--- src/rtl/ckpt_pkg.sv ---
package ckpt_pkg;
  // pending symptom record used in deferred mode
  typedef struct packed {
    logic hit;   // at least one symptom waiting
    logic exc;   // one of them was an exception
  } pend_t;

  typedef logic slot_t;

  localparam slot_t FIRST_SLOT = 1'b0;
endpackage

--- src/rtl/ckpt_interval.sv ---
module ckpt_interval #(
  parameter int INTERVAL = 16,
  parameter int CW       = 5
) (
  input  logic          clk,
  input  logic          rst_n,
  input  logic          retire,
  input  logic          clear,
  output logic [CW-1:0] cnt_next,
  output logic          expire
);
  logic [CW-1:0] cnt;

  assign cnt_next = cnt + CW'(retire);
  assign expire   = (cnt_next == CW'(INTERVAL));

  always_ff @(posedge clk) begin
    if (!rst_n)     cnt <= '0;
    else if (clear) cnt <= '0;
    else            cnt <= cnt_next;
  end
endmodule

--- src/rtl/ckpt_slots.sv ---
module ckpt_slots
  import ckpt_pkg::*;
#(
  parameter int CW = 5,
  parameter int TW = 6
) (
  input  logic          clk,
  input  logic          rst_n,
  input  logic          take,
  input  logic          restore,
  input  logic [CW-1:0] cnt_next,
  output logic          have_any,
  output slot_t         take_slot,
  output slot_t         restore_slot,
  output logic [TW-1:0] target
);
  logic [1:0]    held;     // number of live checkpoints, 0..2
  slot_t         newest;
  logic [CW-1:0] span;     // retires between older and newer checkpoint

  assign have_any     = (held != 2'd0);
  assign take_slot    = (held == 2'd0) ? FIRST_SLOT : ~newest;
  assign restore_slot = (held == 2'd2) ? ~newest : newest;
  assign target       = ((held == 2'd2) ? TW'(span) : '0) + TW'(cnt_next);

  always_ff @(posedge clk) begin
    if (!rst_n) begin
      held   <= 2'd0;
      newest <= FIRST_SLOT;
      span   <= '0;
    end else if (restore) begin
      held   <= 2'd1;
      newest <= restore_slot;
    end else if (take) begin
      held   <= (held == 2'd2) ? 2'd2 : held + 2'd1;
      newest <= take_slot;
      span   <= cnt_next;
    end
  end
endmodule

--- src/rtl/ckpt_reexec.sv ---
module ckpt_reexec #(
  parameter int TW = 6
) (
  input  logic          clk,
  input  logic          rst_n,
  input  logic          start,
  input  logic [TW-1:0] target_in,
  input  logic          cause_exc_in,
  input  logic          retire,
  input  logic          exc,
  output logic          active,
  output logic          soft_end
);
  logic [TW-1:0] prog;
  logic [TW-1:0] target;
  logic          cause_exc;
  logic [TW-1:0] prog_next;
  logic          reached;

  assign prog_next = prog + TW'(retire);
  assign reached   = (prog_next >= target);
  assign soft_end  = active && !exc && reached && cause_exc;

  always_ff @(posedge clk) begin
    if (!rst_n) begin
      active    <= 1'b0;
      prog      <= '0;
      target    <= '0;
      cause_exc <= 1'b0;
    end else if (start) begin
      active    <= 1'b1;
      prog      <= '0;
      target    <= target_in;
      cause_exc <= cause_exc_in;
    end else if (active) begin
      if (exc || reached) active <= 1'b0;
      else                prog   <= prog_next;
    end
  end
endmodule

--- src/rtl/ckpt_rollback_ctrl.sv ---
module ckpt_rollback_ctrl
  import ckpt_pkg::*;
#(
  parameter int INTERVAL = 16
) (
  input  logic clk,
  input  logic rst_n,
  input  logic retire_i,
  input  logic irq_i,
  input  logic sync_mem_i,
  input  logic exc_i,
  input  logic mispred_i,
  input  logic hiconf_i,
  input  logic wdog_sat_i,
  input  logic defer_mode_i,
  input  logic suppress_i,
  output logic ckpt_take_o,
  output logic ckpt_slot_o,
  output logic restore_o,
  output logic restore_slot_o,
  output logic reexec_o,
  output logic exc_genuine_o,
  output logic soft_err_o
);
  localparam int CW = $clog2(INTERVAL + 1);
  localparam int TW = $clog2(2 * INTERVAL + 1);

  logic [CW-1:0] cnt_next;
  logic          expire;
  logic          have_any;
  slot_t         take_slot, restore_slot;
  logic [TW-1:0] target;
  logic          rx_active, rx_soft;
  pend_t         pend, pend_d;

  logic sym, sym_exc, ckpt_evt, restore_now, take_now, genuine;

  // symptom qualification
  always_comb begin
    sym      = have_any && !rx_active && !suppress_i &&
               (exc_i || (mispred_i && hiconf_i) || wdog_sat_i);
    sym_exc  = sym && exc_i;
    ckpt_evt = expire || irq_i || sync_mem_i;
    if (defer_mode_i) restore_now = ckpt_evt && (pend.hit || sym);
    else              restore_now = pend.hit || sym;
    restore_now = restore_now && have_any && !rx_active;
    take_now    = !have_any || (ckpt_evt && !restore_now);
    pend_d.hit  = (pend.hit || sym) && !restore_now;
    pend_d.exc  = (pend.exc || sym_exc) && !restore_now;
    genuine     = have_any && exc_i && (rx_active || suppress_i);
  end

  ckpt_interval #(.INTERVAL(INTERVAL), .CW(CW)) u_interval (
    .clk      (clk),
    .rst_n    (rst_n),
    .retire   (retire_i),
    .clear    (take_now || restore_now),
    .cnt_next (cnt_next),
    .expire   (expire)
  );

  ckpt_slots #(.CW(CW), .TW(TW)) u_slots (
    .clk          (clk),
    .rst_n        (rst_n),
    .take         (take_now),
    .restore      (restore_now),
    .cnt_next     (cnt_next),
    .have_any     (have_any),
    .take_slot    (take_slot),
    .restore_slot (restore_slot),
    .target       (target)
  );

  ckpt_reexec #(.TW(TW)) u_reexec (
    .clk          (clk),
    .rst_n        (rst_n),
    .start        (restore_now),
    .target_in    (target),
    .cause_exc_in (pend.exc || sym_exc),
    .retire       (retire_i),
    .exc          (exc_i),
    .active       (rx_active),
    .soft_end     (rx_soft)
  );

  assign reexec_o = rx_active;

  always_ff @(posedge clk) begin
    if (!rst_n) begin
      pend           <= '0;
      ckpt_take_o    <= 1'b0;
      ckpt_slot_o    <= 1'b0;
      restore_o      <= 1'b0;
      restore_slot_o <= 1'b0;
      exc_genuine_o  <= 1'b0;
      soft_err_o     <= 1'b0;
    end else begin
      pend           <= pend_d;
      ckpt_take_o    <= take_now;
      ckpt_slot_o    <= take_now ? take_slot : 1'b0;
      restore_o      <= restore_now;
      restore_slot_o <= restore_now ? restore_slot : 1'b0;
      exc_genuine_o  <= genuine;
      soft_err_o     <= rx_soft;
    end
  end
endmodule

--- config.mk ---
export PLATFORM = sky130hd
export DESIGN_NAME = ckpt_rollback_ctrl
export DESIGN_NICKNAME = d
export VERILOG_FILES = /design/src/rtl/ckpt_pkg.sv /design/src/rtl/ckpt_interval.sv /design/src/rtl/ckpt_slots.sv /design/src/rtl/ckpt_reexec.sv /design/src/rtl/ckpt_rollback_ctrl.sv
export SDC_FILE = /design/constraint.sdc
export NUM_CORES = 1
export LEC_CHECK = 0
export ABC_AREA = 1
export BUFFER_PORTS_ARGS = -buffer_cell sky130_fd_sc_hd__buf_2
export CORE_MARGIN = 4
export CORE_UTILIZATION = 49
export DETAILED_ROUTE_END_ITERATION = 6
export HOLD_SLACK_MARGIN = 0.05
export MAX_ROUTING_LAYER = met4
export PLACE_DENSITY = 0.64
export SETUP_SLACK_MARGIN = 0.1
export SYNTH_ARGS = -nofsm -noshare
export SYNTH_HDL_FRONTEND = slang
export SYNTH_SLANG_ARGS = --single-unit
--- constraint.sdc ---
create_clock -name clk -period 3.8 [get_ports clk]
set_input_delay 0.38 -clock clk [delete_from_list [all_inputs] [get_ports clk]]
set_output_delay 0.38 -clock clk [all_outputs]
set_load 0.03 [all_outputs]
# Word-level counts from Yosys, hierarchy flattened
# Cells that the tools add are included.
# op_classes
addsub	4
multipliers	0
div	0
order_cmp	1
eq_ne	2
shift	0
n_mux	12
bitwise	4
reduce_logical	40
# ops
cell	n
$logic_and 1x1->1	16
$logic_or 1x1->1	10
$mux 1	10
$reduce_and 2->1	4
$add 6x1->6	1
$add 6x5->6	1
$ge 6x6->1	1
$add 5x1->5	1
$eq 5x5->1 const B	1
$logic_not 1->1	5
$mux 5	1
$not 1->1	4
$reduce_bool 2->1	2
$reduce_or 2->1	2
$add 2x1->2 const B	1
$eq 2x2->1 const B	1
$logic_not 2->1	1
$mux 2	1
# word_totals
register_bits	35
latchBits	0
ramBits	0
mem_bits_ro	0
n_memories	0

# Logic depth before layout (Yosys ltp)
# depth
ltp_word	14
ltp_mapped	14
ltp_nobuf	14

# By module
# A second synthesis with hierarchy kept.
# hier_totals
cells_unflattened	282
hier_area_um2	1964.4
# by_module_without_submodules
module	instances	cells_per_inst	area_each_um2	seq_area_each_um2
ckpt_reexec	1	116	787.0	280.3
ckpt_slots	1	83	566.8	160.2
ckpt_rollback_ctrl	1	46	349.1	160.2
ckpt_interval	1	37	261.5	100.1

# Worst setup path before layout
# No wires, ideal clock.
# synth_path
path_type	input to register
from	in retire_i
to	reg u_reexec.prog[5]
setup_ns	0.115
arrival_time_ns	2.050
required_time_ns	3.685
setup_slack_ns	1.635
cell_stages	11
n_path_buf	0
path_cell_list	ha_1 nand3_1 nand3b_1 xor2_1 inv_1 ha_1 a21oi_1 o21a_1 nand4_1 a21oi_1 nor2_2
# synth_via
word_cells_on_any_way	14
classes_between	add/sub (2); order compare (1); eq/ne (1); mux (1); bitwise (1); reduce/logical (8)
# synth_lines
item	line_no	source
start: declaration	ckpt_rollback_ctrl.sv:8	input logic retire_i,
$add 6x1->6 *	ckpt_reexec.sv:20	assign prog_next = prog + TW'(retire);
via u_reexec.prog_next[5]	ckpt_reexec.sv:17	logic [TW-1:0] prog_next;
$ge 6x6->1	ckpt_reexec.sv:21	assign reached = (prog_next >= target);
$logic_or 1x1->1	ckpt_reexec.sv:36	if (exc || reached) active <= 1'b0;
$not 1->1 (no line)	--	
$reduce_and 2->1 (no line)	--	
end signal: assignment	ckpt_reexec.sv:37	else prog <= prog_next;
end: declaration	ckpt_reexec.sv:14	logic [TW-1:0] prog;
# Mark *: on every way through the listed nets, which the timed path passes. The rest lies on a longest branch.
# A chain may end at the register's enable or synchronous reset.

# Final worst setup path
# layout_path
from	reg u_reexec.prog[0]
to	reg u_reexec.prog[5]
# layout_via
elab_chain_len	5
# layout_rtl
item	line_no
$add 6x1->6 *	ckpt_reexec.sv:20
via u_reexec.prog_next[5]	ckpt_reexec.sv:17
$ge 6x6->1	ckpt_reexec.sv:21
$logic_or 1x1->1	ckpt_reexec.sv:36
$not 1->1 (no line)	--
$reduce_and 2->1 (no line)	--
# Marks and branches as above.

==> impl_metrics.ini <==
[timing]
rsz0062_at_grt = no
slew_violations = 0
tns_ns = 0
period_share = 0.631
holdWs_ns = 0.357
max_slew_margin = 0.721
finalSetupViolCount = 0
period_minus_slack_ns = 2.40
tightest_slew_ns = 0.416
fin_skew_ns = 0.00737
finalHoldViolations = 0
fmax_mhz = 417

[die]
start_util = 0.524
core_area_mm2 = 0.00380
die_width_um = 71.8
die-area_mm2 = 0.00515
die_h_um = 71.8
io_pins = 18
rows = 22

[yosys]
synth_edf_count = 0
synthFlopType = dfxtp_1
synth_cells = 243
syn-num-nets = 272
synth_area_mm2 = 0.00199
synthArstFlopShare = 0
ys_warn_count = 0
yosysSeqAreaShare = 0.352
postSynthAreaPerCell_um2 = 8.20
ys_ff_latch = 35
synth_cell_type_count = 29

[cells_and_area]
most-common-layout-cells = nand2_1 (46), inv_1 (35), dfxtp_1 (35)
layout-drive-gt1-share = 0.230
area.growth.synth_to_final_pct = 11.6
fin_nets = 293
layout_commonest_cell = nand2_1
final_area_mm2 = 0.00222
antennaDiodeCount = 0
multi_input_area_mm2 = 0.00111
seqCellArea_um2 = 701
nFillCells = 354

[clock_tree]
cts_resized = 0
clock_latency_ns = 0.29
clockRootBuffer = clkbuf_8
htreeDepth = 2
cts_tree = done
hold_buffers = 0
cts_inserted_buffers = 5
clock_path_buffers = 2
clk_pin_slew_ns = 0.07
cts_sinks = 35
cts_setup_buffers = 0

[power_and_ir_drop]
ir_worst_vdd_mv = 0.308
static-leakage-power_nw = 1.10
power_density_mw_per_mm2 = 517

[placement]
dp_hpwl_um = 2860
portBuffers = 17
place.gp.congestion = 0.845
postPlaceCellArea_mm2 = 0.00211

[detailed_routing]
drc = 0
firstDrtPassIters = 4
drt_iter0_drc = 58
totalWireLength_um = 3560
num_vias = 1509
avgRoutedWirePerCell_um = 11.4
viasPerCell = 4.82
final_antenna_net_count = 0

[worst_setup_path]
critical_path_required_ns = 3.99
reg2reg_depth = 11
crit_start = u_reexec.prog[0]$_SDFFE_PP0P_
r2r_end = u_reexec.prog[5]$_SDFFE_PP0P_
timing.rr.start = u_reexec.prog[0]$_SDFFE_PP0P_
critPathArrivalTime_ns = 2.58
cp-start-kind = flip-flop
path_cells = ha_1, nand3_1, nand3b_1, xor2_1, inv_1, ha_1, a21oi_1, o21a_1, nand4_1, a21oi_1, nor2_2
critical_path_class = reg -> reg
cp-endpoint = u_reexec.prog[5]$_SDFFE_PP0P_
cp_slowest_stage_delay_ns = 0.35
cp-end-kind = flip-flop
cp_slowest_cell = dfxtp_1
crit_path_max_fanout = 8
reg2reg_slack_ns = 1.40

[global_routing]
grt_max_degree = 15
grt_pass1_wl_um = 6330
track_usage = 0.159
grt-ovfl-total = 0
grt_pass1_vias = 1428
antenna_found_initial = 0

[flow_run]
cap_violations = 0

[status]
status = complete, no violations

[min_path]
hold_path_class = in -> reg
-- synth_stat cells, types with 2 or more instances --
cell / count / share of area
a21oi_1: 10 / 0.025
a21oi_2: 8 / 0.035
dfxtp_1: 35 / 0.35
ha_1: 17 / 0.11
inv_1: 35 / 0.066
inv_2: 4 / 0.0075
nand2_1: 46 / 0.087
nand2_2: 5 / 0.016
nand2_4: 2 / 0.011
nand2_8: 2 / 0.020
nand3_1: 7 / 0.018
nand3_4: 3 / 0.026
nand4_1: 11 / 0.035
nor2_1: 22 / 0.041
nor2_2: 4 / 0.013
nor2_8: 2 / 0.020
nor3_1: 2 / 0.0050
o21ai_0: 7 / 0.018
o21ai_2: 5 / 0.022
xnor2_1: 2 / 0.0088
xor2_1: 6 / 0.026
-- layer usage --
layer | up-vias | GRT usage | wire length [um]
met5 | - | - | 0
met4 | 0 | 0.0501 | 46
met3 | 5 | 0.0463 | 116
met2 | 17 | 0.231 | 1600
met1 | 660 | 0.212 | 1790
li1 | 827 | - | -
-- worst max-delay path: cells and delay by family, from the launching register on --
family | cells | cell delay, ns
simple gates | 4 | 0.62
compound gates | 3 | 0.58
fa+ha+maj | 2 | 0.47
flops | 1 | 0.35
xor+xnor | 1 | 0.19
buf+inv | 1 | 0.08
-- area by class of cell --
| type | instances | area share |
|---|---|---|
| Tap cell | 48 | 0.0270 |
| Inverter | 39 | 0.0658 |
| Clock buffer | 6 | 0.0371 |
| Sequential cell | 35 | 0.315 |
| Multi-Input combinational cell | 166 | 0.501 |
| Timing Repair Buffer | 17 | 0.0383 |
| Clock inverter | 2 | 0.0158 |
-- registers in the layout, summed over array words and instances, names as in the netlist --
signal and flops:
u_reexec.target 6, ckpt_take_o 1, u_interval.cnt 5, restore_slot_o 1, u_slots.newest 1, u_slots.held 2
restore_o 1, u_reexec.cause_exc 1, exc_genuine_o 1, ckpt_slot_o 1, u_slots.span 5, u_reexec.prog 6
u_reexec.active 1, soft_err_o 1, pend 2
-- through the flow --
stage / utilization / setup WS, ns / power [mW] / instances
after global routing: 0.585 / 1.15 / 1.23 / 313
final: 0.585 / 1.40 / 1.15 / 313
after CTS: 0.585 / 1.41 / 1.17 / 313
after floorplan: - / 1.64 / 0.756 / 243
after detailed placement: 0.554 / 1.28 / 0.819 / 305
after global placement: 0.554 / 1.37 / 0.820 / 305
-- logic make-up (layout without fill, tap and decap cells) --
group	after synthesis	after routing	share of synthesized area
simple gates	109	109	0.303
buf+inv	42	64	0.0892
xor+xnor	8	8	0.0352
fa+ha+maj	18	18	0.117
flops	35	35	0.352
compound gates	31	31	0.104
-- worst min path at each step --
stage | start | end | slack [ns] | cells after the start
finish | exc_i | exc_genuine_o$_SDFF_PN0_ | 0.36 | 3
global route | exc_i | exc_genuine_o$_SDFF_PN0_ | 0.41 | 3
CTS | exc_i | exc_genuine_o$_SDFF_PN0_ | 0.35 | 3
detailed placement | u_reexec.target[0]$_SDFFE_PN0P_ | u_reexec.target[0]$_SDFFE_PN0P_ | 0.44 | 2
global placement | u_reexec.cause_exc$_SDFFE_PN0P_ | u_reexec.cause_exc$_SDFFE_PN0P_ | 0.44 | 2
floorplan | u_reexec.cause_exc$_SDFFE_PN0P_ | u_reexec.cause_exc$_SDFFE_PN0P_ | 0.42 | 2
-- report_power, final --
| group | leakage, nW | switching (mW) | total, mW | internal [mW] |
|---|---|---|---|---|
| registers | 0.284 | 0.0199 | 0.435 | 0.415 |
| logic | 0.754 | 0.254 | 0.372 | 0.117 |
| clock network | 0.0612 | 0.131 | 0.343 | 0.212 |
| total | 1.10 | 0.405 | 1.15 | 0.745 |
(Power assumes the default switching activity.)
